## config.mk

```make
export PLATFORM = sky130hd
export DESIGN_NAME = bank_addr_gen
export DESIGN_NICKNAME = d
export VERILOG_FILES = /design/src/rtl/bam_pkg.sv /design/src/rtl/bam_base_sel.sv /design/src/rtl/bam_offset_gen.sv /design/src/rtl/bam_add.sv /design/src/rtl/bam_wb_reg.sv /design/src/rtl/bank_addr_gen.sv
export SDC_FILE = /design/constraint.sdc
export NUM_CORES = 1
export LEC_CHECK = 0
export ABC_AREA = 1
export BUFFER_PORTS_ARGS = -buffer_cell sky130_fd_sc_hd__buf_2
export CAP_MARGIN = 20
export CORE_MARGIN = 5
export CORE_UTILIZATION = 29
export CTS_BUF_LIST = sky130_fd_sc_hd__clkbuf_4
export DETAILED_ROUTE_END_ITERATION = 10
export GPL_TIMING_DRIVEN = 0
export HOLD_SLACK_MARGIN = 0.05
export PLACE_DENSITY = 0.62
export SYNTH_ARGS = -nofsm -noshare
export SYNTH_HDL_FRONTEND = slang
export SYNTH_SLANG_ARGS = --single-unit
```

## constraint.sdc

```tcl
create_clock -name clk -period 3.5 [get_ports clk]
set_input_delay 0.35 -clock clk [delete_from_list [all_inputs] [get_ports clk]]
set_output_delay 0.35 -clock clk [all_outputs]
set_load 0.01 [all_outputs]
```

## src/rtl/bam_pkg.sv

```systemverilog
package bam_pkg;
  localparam logic [3:0] AM_INH   = 4'd0;
  localparam logic [3:0] AM_EXT   = 4'd1;
  localparam logic [3:0] AM_EXT20 = 4'd2;
  localparam logic [3:0] AM_IDX8  = 4'd3;
  localparam logic [3:0] AM_IDX16 = 4'd4;
  localparam logic [3:0] AM_IDX20 = 4'd5;
  localparam logic [3:0] AM_ACCE  = 4'd6;
  localparam logic [3:0] AM_REL8  = 4'd7;
  localparam logic [3:0] AM_REL16 = 4'd8;
  localparam logic [3:0] AM_POSTX = 4'd9;

  typedef enum logic [2:0] {
    SRC_NONE,
    SRC_DIRECT,
    SRC_INDEX,
    SRC_PC,
    SRC_XPTR
  } src_e;
endpackage

```

## src/rtl/bam_base_sel.sv

```systemverilog
module bam_base_sel #(
  parameter int WORD_W  = 16,
  parameter int BANK_W  = 4,
  parameter int NUM_PTR = 3,
  parameter int SEL_W   = 2
) (
  input  logic [SEL_W-1:0]                  sel,
  input  logic [NUM_PTR-1:0][WORD_W-1:0]    words,
  input  logic [NUM_PTR-1:0][BANK_W-1:0]    banks,
  output logic [WORD_W+BANK_W-1:0]          base,
  output logic                              sel_bad
);
  localparam int ADDR_W = WORD_W + BANK_W;

  logic [NUM_PTR-1:0][ADDR_W-1:0] joined;

  genvar g;
  generate
    for (g = 0; g < NUM_PTR; g++) begin : g_join
      assign joined[g] = {banks[g], words[g]};
    end
  endgenerate

  always_comb begin
    base    = '0;
    sel_bad = 1'b1;
    for (int i = 0; i < NUM_PTR; i++) begin
      if (int'(sel) == i) begin
        base    = joined[i];
        sel_bad = 1'b0;
      end
    end
  end
endmodule

```

## src/rtl/bam_offset_gen.sv

```systemverilog
module bam_offset_gen
  import bam_pkg::*;
#(
  parameter int WORD_W  = 16,
  parameter int BANK_W  = 4,
  parameter int SHORT_W = 8,
  parameter int OPER_W  = 24
) (
  input  logic [3:0]                 mode,
  input  logic [OPER_W-1:0]          operand,
  input  logic [WORD_W-1:0]          acc_e,
  input  logic [BANK_W-1:0]          ek,
  input  logic                       br_taken,
  output src_e                       src,
  output logic [WORD_W+BANK_W-1:0]   direct,
  output logic [WORD_W+BANK_W-1:0]   offset
);
  localparam int ADDR_W = WORD_W + BANK_W;

  logic [ADDR_W-1:0] short_zx, short_sx, word_sx, acc_sx;

  assign short_zx = {{(ADDR_W-SHORT_W){1'b0}}, operand[SHORT_W-1:0]};
  assign short_sx = {{(ADDR_W-SHORT_W){operand[SHORT_W-1]}}, operand[SHORT_W-1:0]};
  assign word_sx  = {{BANK_W{operand[WORD_W-1]}}, operand[WORD_W-1:0]};
  assign acc_sx   = {{BANK_W{acc_e[WORD_W-1]}}, acc_e};

  always_comb begin
    src    = SRC_NONE;
    direct = '0;
    offset = '0;
    case (mode)
      AM_EXT:   begin src = SRC_DIRECT; direct = {ek, operand[WORD_W-1:0]}; end
      AM_EXT20: begin src = SRC_DIRECT; direct = operand[ADDR_W-1:0]; end
      AM_IDX8:  begin src = SRC_INDEX;  offset = short_zx; end
      AM_IDX16: begin src = SRC_INDEX;  offset = word_sx; end
      AM_IDX20: begin src = SRC_INDEX;  offset = operand[ADDR_W-1:0]; end
      AM_ACCE:  begin src = SRC_INDEX;  offset = acc_sx; end
      AM_REL8:  begin src = br_taken ? SRC_PC : SRC_NONE; offset = short_sx; end
      AM_REL16: begin src = br_taken ? SRC_PC : SRC_NONE; offset = word_sx; end
      AM_POSTX: begin src = SRC_XPTR; end
      default:  begin src = SRC_NONE; end
    endcase
  end
endmodule

```

## src/rtl/bam_add.sv

```systemverilog
module bam_add #(
  parameter int W = 20
) (
  input  logic [W-1:0] a,
  input  logic [W-1:0] b,
  output logic [W-1:0] sum
);
  assign sum = a + b;
endmodule

```

## src/rtl/bam_wb_reg.sv

```systemverilog
module bam_wb_reg #(
  parameter int W = 20
) (
  input  logic         clk,
  input  logic         rst,
  input  logic         load,
  input  logic [W-1:0] d,
  output logic [W-1:0] q,
  output logic         loaded
);
  always_ff @(posedge clk) begin
    if (rst) begin
      q      <= '0;
      loaded <= 1'b0;
    end else begin
      loaded <= load;
      if (load) q <= d;
    end
  end
endmodule

```

## src/rtl/bank_addr_gen.sv

```systemverilog
module bank_addr_gen
  import bam_pkg::*;
#(
  parameter int WORD_W  = 16,
  parameter int BANK_W  = 4,
  parameter int SHORT_W = 8
) (
  input  logic                      clk,
  input  logic                      rst,
  input  logic [3:0]                mode,
  input  logic [1:0]                idx_sel,
  input  logic [((WORD_W+BANK_W+7)/8)*8-1:0] operand,
  input  logic [WORD_W-1:0]         ix,
  input  logic [WORD_W-1:0]         iy,
  input  logic [WORD_W-1:0]         iz,
  input  logic [BANK_W-1:0]         xk,
  input  logic [BANK_W-1:0]         yk,
  input  logic [BANK_W-1:0]         zk,
  input  logic [BANK_W-1:0]         ek,
  input  logic [WORD_W-1:0]         acc_e,
  input  logic [WORD_W-1:0]         pc,
  input  logic [BANK_W-1:0]         pk,
  input  logic                      br_taken,
  input  logic                      wb_strobe,
  output logic [WORD_W+BANK_W-1:0]  ea,
  output logic                      ea_valid,
  output logic                      idx_err,
  output logic                      wb_valid,
  output logic [WORD_W-1:0]         ix_next,
  output logic [BANK_W-1:0]         xk_next
);
  localparam int ADDR_W  = WORD_W + BANK_W;
  localparam int OPER_W  = ((ADDR_W + 7) / 8) * 8;
  localparam int NUM_PTR = 3;

  src_e              src;
  logic [ADDR_W-1:0] direct, offset, idx_base, base, sum_ea;
  logic [ADDR_W-1:0] x_pair, x_step, x_sum;
  logic              sel_bad, bad_idx, good;
  logic              unused_hi;

  assign unused_hi = ^operand[OPER_W-1:ADDR_W];

  bam_offset_gen #(.WORD_W(WORD_W), .BANK_W(BANK_W), .SHORT_W(SHORT_W), .OPER_W(OPER_W)) u_off (
    .mode(mode), .operand(operand), .acc_e(acc_e), .ek(ek), .br_taken(br_taken),
    .src(src), .direct(direct), .offset(offset)
  );

  bam_base_sel #(.WORD_W(WORD_W), .BANK_W(BANK_W), .NUM_PTR(NUM_PTR), .SEL_W(2)) u_sel (
    .sel(idx_sel), .words({iz, iy, ix}), .banks({zk, yk, xk}),
    .base(idx_base), .sel_bad(sel_bad)
  );

  assign x_pair = {xk, ix};

  always_comb begin
    case (src)
      SRC_DIRECT: base = direct;
      SRC_INDEX:  base = idx_base;
      SRC_PC:     base = {pk, pc};
      SRC_XPTR:   base = x_pair;
      default:    base = '0;
    endcase
  end

  bam_add #(.W(ADDR_W)) u_ea_add (.a(base), .b(offset), .sum(sum_ea));

  assign bad_idx = (src == SRC_INDEX) && sel_bad;
  assign good    = (src != SRC_NONE) && !bad_idx;

  always_ff @(posedge clk) begin
    if (rst) begin
      ea       <= '0;
      ea_valid <= 1'b0;
      idx_err  <= 1'b0;
    end else begin
      ea       <= good ? sum_ea : '0;
      ea_valid <= good;
      idx_err  <= bad_idx;
    end
  end

  assign x_step = {{(ADDR_W-SHORT_W){operand[SHORT_W-1]}}, operand[SHORT_W-1:0]};

  bam_add #(.W(ADDR_W)) u_wb_add (.a(x_pair), .b(x_step), .sum(x_sum));

  logic [ADDR_W-1:0] wb_q;

  bam_wb_reg #(.W(ADDR_W)) u_wb (
    .clk(clk), .rst(rst), .load((mode == AM_POSTX) && wb_strobe),
    .d(x_sum), .q(wb_q), .loaded(wb_valid)
  );

  assign ix_next = wb_q[WORD_W-1:0];
  assign xk_next = wb_q[ADDR_W-1:WORD_W];
endmodule

```

# Yosys cells after proc, flatten, opt, wreduce, memory -nomap -nowiden
# Cells that the tools add are included.
# word_totals
ff_bits	43
inputBits	134
out_inout_bits	43
wordCells	45
# op_classes
add_sub_neg	2
n_eq_ne	15
muxes	11
n_bitwise	1
n_reduce_logical	11
# op_table
operator	n
20-bit case mux with 5 select lines	1
20-bit case mux with 4 select lines	1
20-bit 2-to-1 mux	3
20-bit adder	2
20-bit case mux with 2 select lines	1
4-bit by 3-bit == test with 1-bit output, second input constant	4
3-bit case mux with 4 select lines	1
4-bit by 2-bit == test with 1-bit output, second input constant	2
4-bit == test, second input constant	2
2-bit OR reduction	4
3-bit by 2-bit == test with 1-bit output, second input constant	2
2-bit == test, second input constant	2
4-bit by 1-bit == test with 1-bit output, second input constant	1
4-bit OR reduction	1
3-bit by 1-bit == test with 1-bit output, second input constant	1
3-bit == test, second input constant	1
1-bit logical AND	3
1-bit 2-to-1 mux	3
3-bit nonzero test	1
2-bit zero test	1
2-bit 2-to-1 mux	1
1-bit zero test	1
1-bit NOT	1

# Logic depth before layout (Yosys ltp)
# depth
word_depth	9
mapped_depth	21

# By module
# Synthesis repeated with hierarchy kept, for this count alone.
# hier_totals
hier_cells	1091
area_unflattened_um2	6105.9
# by_module_without_submodules
module	instances	cells_per_inst	area_per_inst_um2
bam_add	2	225	1194.9
bank_addr_gen	1	280	1717.9
bam_wb_reg	1	131	924.6
bam_offset_gen	1	135	614.3
bam_base_sel	1	95	459.2

# Worst setup path after synthesis
# OpenSTA, ideal clock, no wires.
# synth_path
path_type	in2reg
from	input port mode[3]
to	register ea[16]
setup_time_ns	0.117
arrival_time_ns	2.712
required_ns	3.383
setup_slack_ns	0.671
path_stages	20
n_path_buf	1
cell_sequence	nor2_2 -> nand2_2 -> o21ai_4 -> inv_4 -> o21ai_4 -> buf_4 -> nand2_1 -> o2111ai_1 -> ha_1 -> inv_1 -> fa_1 -> inv_1 -> nand3_1 -> nand2_1 -> nand2_1 -> nand2_1 -> nand3_1 -> nand2_1 -> nand2_1 -> nor3b_2
# synth_via
elab_chain_len	9
word_cells_on_any_way	28
classes_between	1 x add/sub; 13 x eq/ne; 4 x mux; 1 x bitwise; 9 x reduce/logical
# synth_rtl
item	line_no	text
start, declared	bank_addr_gen.sv:10	input logic [3:0] mode,
parallel branches: the longest is 9 deep, another holds 20-bit adder	n/a	
end signal, assigned	bank_addr_gen.sv:77	ea <= good ? sum_ea : '0;
end, declared	bank_addr_gen.sv:25	output logic [WORD_W+BANK_W-1:0] ea,
# Parallel ways; which one is timed is not known.
# A chain may end at the register's enable or synchronous reset.

# Worst setup path after layout
# layout_path
from	input port mode[0]
to	register ea[16]
# Same word-level chain as after synthesis.

==> key figures <==
Setup path
  – CP most frequent cell: nand2_1
  – Crit-path max cell delay: 0.36 ns
  – Critical path class: input pin to flop
  – CP Launch Point: mode[0]
  – Worst Setup End Kind: flop
  – Slowest cell on crit path: fa_1
  – R2R Path Start: u_wb.q[5]
  – R2r worst-path depth: 3
  – Critical R2R Capture: u_wb.q[5]
  – Critical Path, Cell by Cell: buf_2, nor2_1, nand2_1, nand2_1, nand2_1, inv_2, buf_2, nand2_1, o2111ai_1, ha_1, inv_1, fa_1, inv_1, nand3_1, nand2_1, nand2_1, nand2_1, nand3_1, nand2_1, nand2_1, nor3b_2
  – WP data arrival: between 3 and 4 ns
  – Worst Path Required: roughly 3.8 ns
  – Worst reg2reg setup slack: approximately 2.8 ns
  – Maximum net fanout on the critical path: 10
  – Capture point of the worst path: ea[16]
  – CP Launch Type: input pin

Power
  – Switching Power: a little under 0.6 mW
  – Power Dens Cells: 232 nW/um^2
  – Int Power: roughly 0.83 mW
  – Logic pwr share: 46.9%
  – Power after layout: approximately 1.4 mW
  – Worst-case vdd ir drop: between 0.0001 and 0.00015 V
  – Sequential share of power: 36.2%
  – Lkg Pwr: between 3 and 4 nW
  – Sw frac: around 41%
  – Clock power share: between 10% and 20%

Synth
  – Number of synthesized flops with an enable pin: 0
  – Yosys reg bits: 43
  – Post-Syn Nets: around 1,000
  – Avg Inst Size Synth: around 5.8 sq um
  – Count of warnings emitted by yosys: 0
  – Cell variety after synth: 42
  – Synth Flop Type: dfxtp_1
  – Synthesized cell area: 4940 sq um
  – FFs w/ async S/R, synth: 0%
  – Seq/Total Area, Yosys: between 15 and 20%
  – Synth Instances: between 800 and 900

CTS
  – Post-CTS Setup Bufs: 0
  – Clk_lat worst skew: around 0.37 ns
  – CTS Buf Count: 5
  – Root Buffer: clkbuf_4
  – CTS Hold Buffers Added: 0
  – Htree depth: 2
  – CTS max path bufs: 2
  – Clock transition at the registers of the reported paths: 0.12 ns
  – Num Clock Sinks: 43
  – TritonCTS clock tree: done
  – CTS resizes: 0

Min path
  – Worst Hold Class: input pin to flop

Floorplan
  – Die extent in x: 140 microns
  – Die ar.: slightly below 20,000 sq um
  – Die height: roughly 140 microns
  – Initial Util: about 30%
  – Core ar.: ~17,000 sq um
  – Placement Rows: between 40 and 50
  – I/O pin count: between 150 and 200

Timing
  – Slew HR: 49.5%
  – Setup TNS Final: 0 ns
  – Hold Fails Final Rpt: 0
  – Final Cycle Share: 90.8%
  – Slew Viols, Final: 0
  – Fin crit period: between 3 and 4 ns
  – Fmax: 0.315 GHz
  – Clock skew: 0 ns
  – RSZ-0062 raised after global routing: no
  – Final setup vio count: 0
  – Worst Max-Slew Pin Slew: around 0.76 ns

Routing
  – DRT iter0 DRCs: between 300 and 400
  – DRC viols: 0
  – DR vias/cell: 4.78
  – Final WL: about 19,000 microns
  – M1 WL: about 8200 microns
  – Routed WL per cell: 15.5 microns
  – Metal2 WL: between 9000 and 10,000 microns
  – Max Used Layer: met4
  – Vias: about 6,000
  – Met3 Wirelength: approximately 1200 microns
  – DRT Pass-1 Iters: 5
  – DRT antenna net count: 0

Final layout
  – Synthesis-to-layout area growth: 24.1%
  – Fillers: between 1,500 and 2,000
  – Register Area: around 860 sq um
  – Layout cell share with drive strength beyond 1: between 20% and 30%
  – Fin nets: ~1,200
  – Count of non-filler cells in the finished layout: between 1,000 and 1,500
  – Footprint of the multi-input gates: ~3500 sq um

GRT
  – Number of global-route vias before repair: around 5,900
  – Pin count of the biggest net entering global routing: 16
  – GRT Overall Usage: a little under a fifth
  – Initial antenna violation count: 1
  – First-pass GRT wire length: roughly 30,000 microns
  – Grt ovf: 0

Status
  – Run status: completed

Placement
  – Placed Instances: ~1,200
  – Post-DP HPWL: 16,800 microns
  – PortBufs: 172
  – Routability cong.: roughly 0.96

Job
  – Max cap viols: 0
placed cells by master, fill, tap and decap left out, types with 7 or more instances in the layout:
cell type	netlist	routed
a22o_1	9	9
o211ai_1	11	11
o2111ai_1	15	15
inv_1	127	127
dfxtp_1	43	43
xor2_1	10	10
nor3_1	9	9
buf_2	2	174
nand4_1	13	13
nor2_1	76	76
a21o_1	7	7
o21ai_0	37	37
nand2_1	288	288
o21a_1	10	10
ha_1	38	38
nand3_1	55	55
a21oi_1	46	46
through the flow:
step	area, sq um	hold WS (ns)	setup WS (ns)	util (%)
3_5_place_dp	6070	0.454	-0.135	36.5
4_1_cts	6120	0.161	0.267	36.8
2_1_floorplan	4940	0.419	0.671	-
6_report	6130	0.172	0.321	36.8
3_3_place_gp	6070	0.453	-0.120	36.5
5_1_grt	6120	0.158	0.0674	36.8
cells in the mapped netlist, drive strengths merged, types with 2 or more instances:
master / n / area share, %
clkinv: 3 / 0.25
nor2: 82 / 6.7
clkbuf: 5 / 0.38
nand4: 13 / 1.6
ha: 38 / 9.6
o21a: 10 / 1.5
nand3: 56 / 5.8
a21oi: 49 / 5.2
o21bai: 6 / 0.91
a21o: 7 / 1.1
nand2: 291 / 22
dfxtp: 43 / 17
nor3: 9 / 0.91
a22o: 9 / 1.6
inv: 133 / 10
o211ai: 11 / 1.7
fa: 2 / 0.81
xor2: 10 / 1.8
o21ai: 43 / 5.1
buf: 8 / 1.2
o2111ai: 15 / 2.7
power groups by stage:
stage               registers [mW]  clock network (mW)  logic (mW)
floorplan                    0.538                   0       0.409
global placement             0.526                   0       0.656
detailed placement           0.527                   0       0.659
CTS                          0.516               0.252       0.662
global route                 0.518               0.268       0.747
finish                       0.515               0.240       0.667
critical path: cells and delay by family:
family	cells	cell delay (ns)
buf+inv	5	0.93
fa+ha+maj	2	0.63
compound gates	1	0.13
simple gates	13	1.42
state kept, by name (all words and copies together) (netlist names):
signal and cells:
u_wb.loaded 1, ea 20, ea_valid 1, idx_err 1, u_wb.q 20
routing by layer:
metal | up-vias | global-route usage [%]
met4 | 0 | 4.28
met2 | 165 | 34.3
met1 | 2650 | 22.8
li1 | 3133 | -
met3 | 28 | 3.89
met5 | - | 0
area by class of cell:
class	instances	area share [%]
multi-input combinational	659	56.9
sequential	43	14.0
timing repair buffer	172	14.0
inverter	136	8.39
tap	220	4.49
buffer	13	1.27
clock buffer	6	0.735
antenna	2	0.0817
kinds of logic (layout without fill, tap and decap cells):
kind of cell               count (synthesis)  count (layout)  synth area share, %
AOI/OAI and AO/OA                        155             155                 20.5
adders and majority gates                 40              40                 10.4
and+or+nand+nor                          454             454                 37.9
DFF                                       43              43                 17.4
other                                      0               2                    0
xor gates and xnor gates                  10              10                 1.77
buffers and inverters                    149             327                 12.0
how the worst min path moves through the flow:
stage                   start         to  slack, ns  depth (start not counted)
floorplan                 rst  u_wb.q[0]       0.42                          1
global placement    u_wb.q[0]  u_wb.q[0]       0.45                          2
detailed placement  u_wb.q[0]  u_wb.q[0]       0.45                          2
CTS                       rst  u_wb.q[0]       0.16                          2
global route              rst  u_wb.q[0]       0.16                          2
finish                    rst  u_wb.q[0]       0.17                          2
No activity file was read; power rests on OpenSTA's default activity.
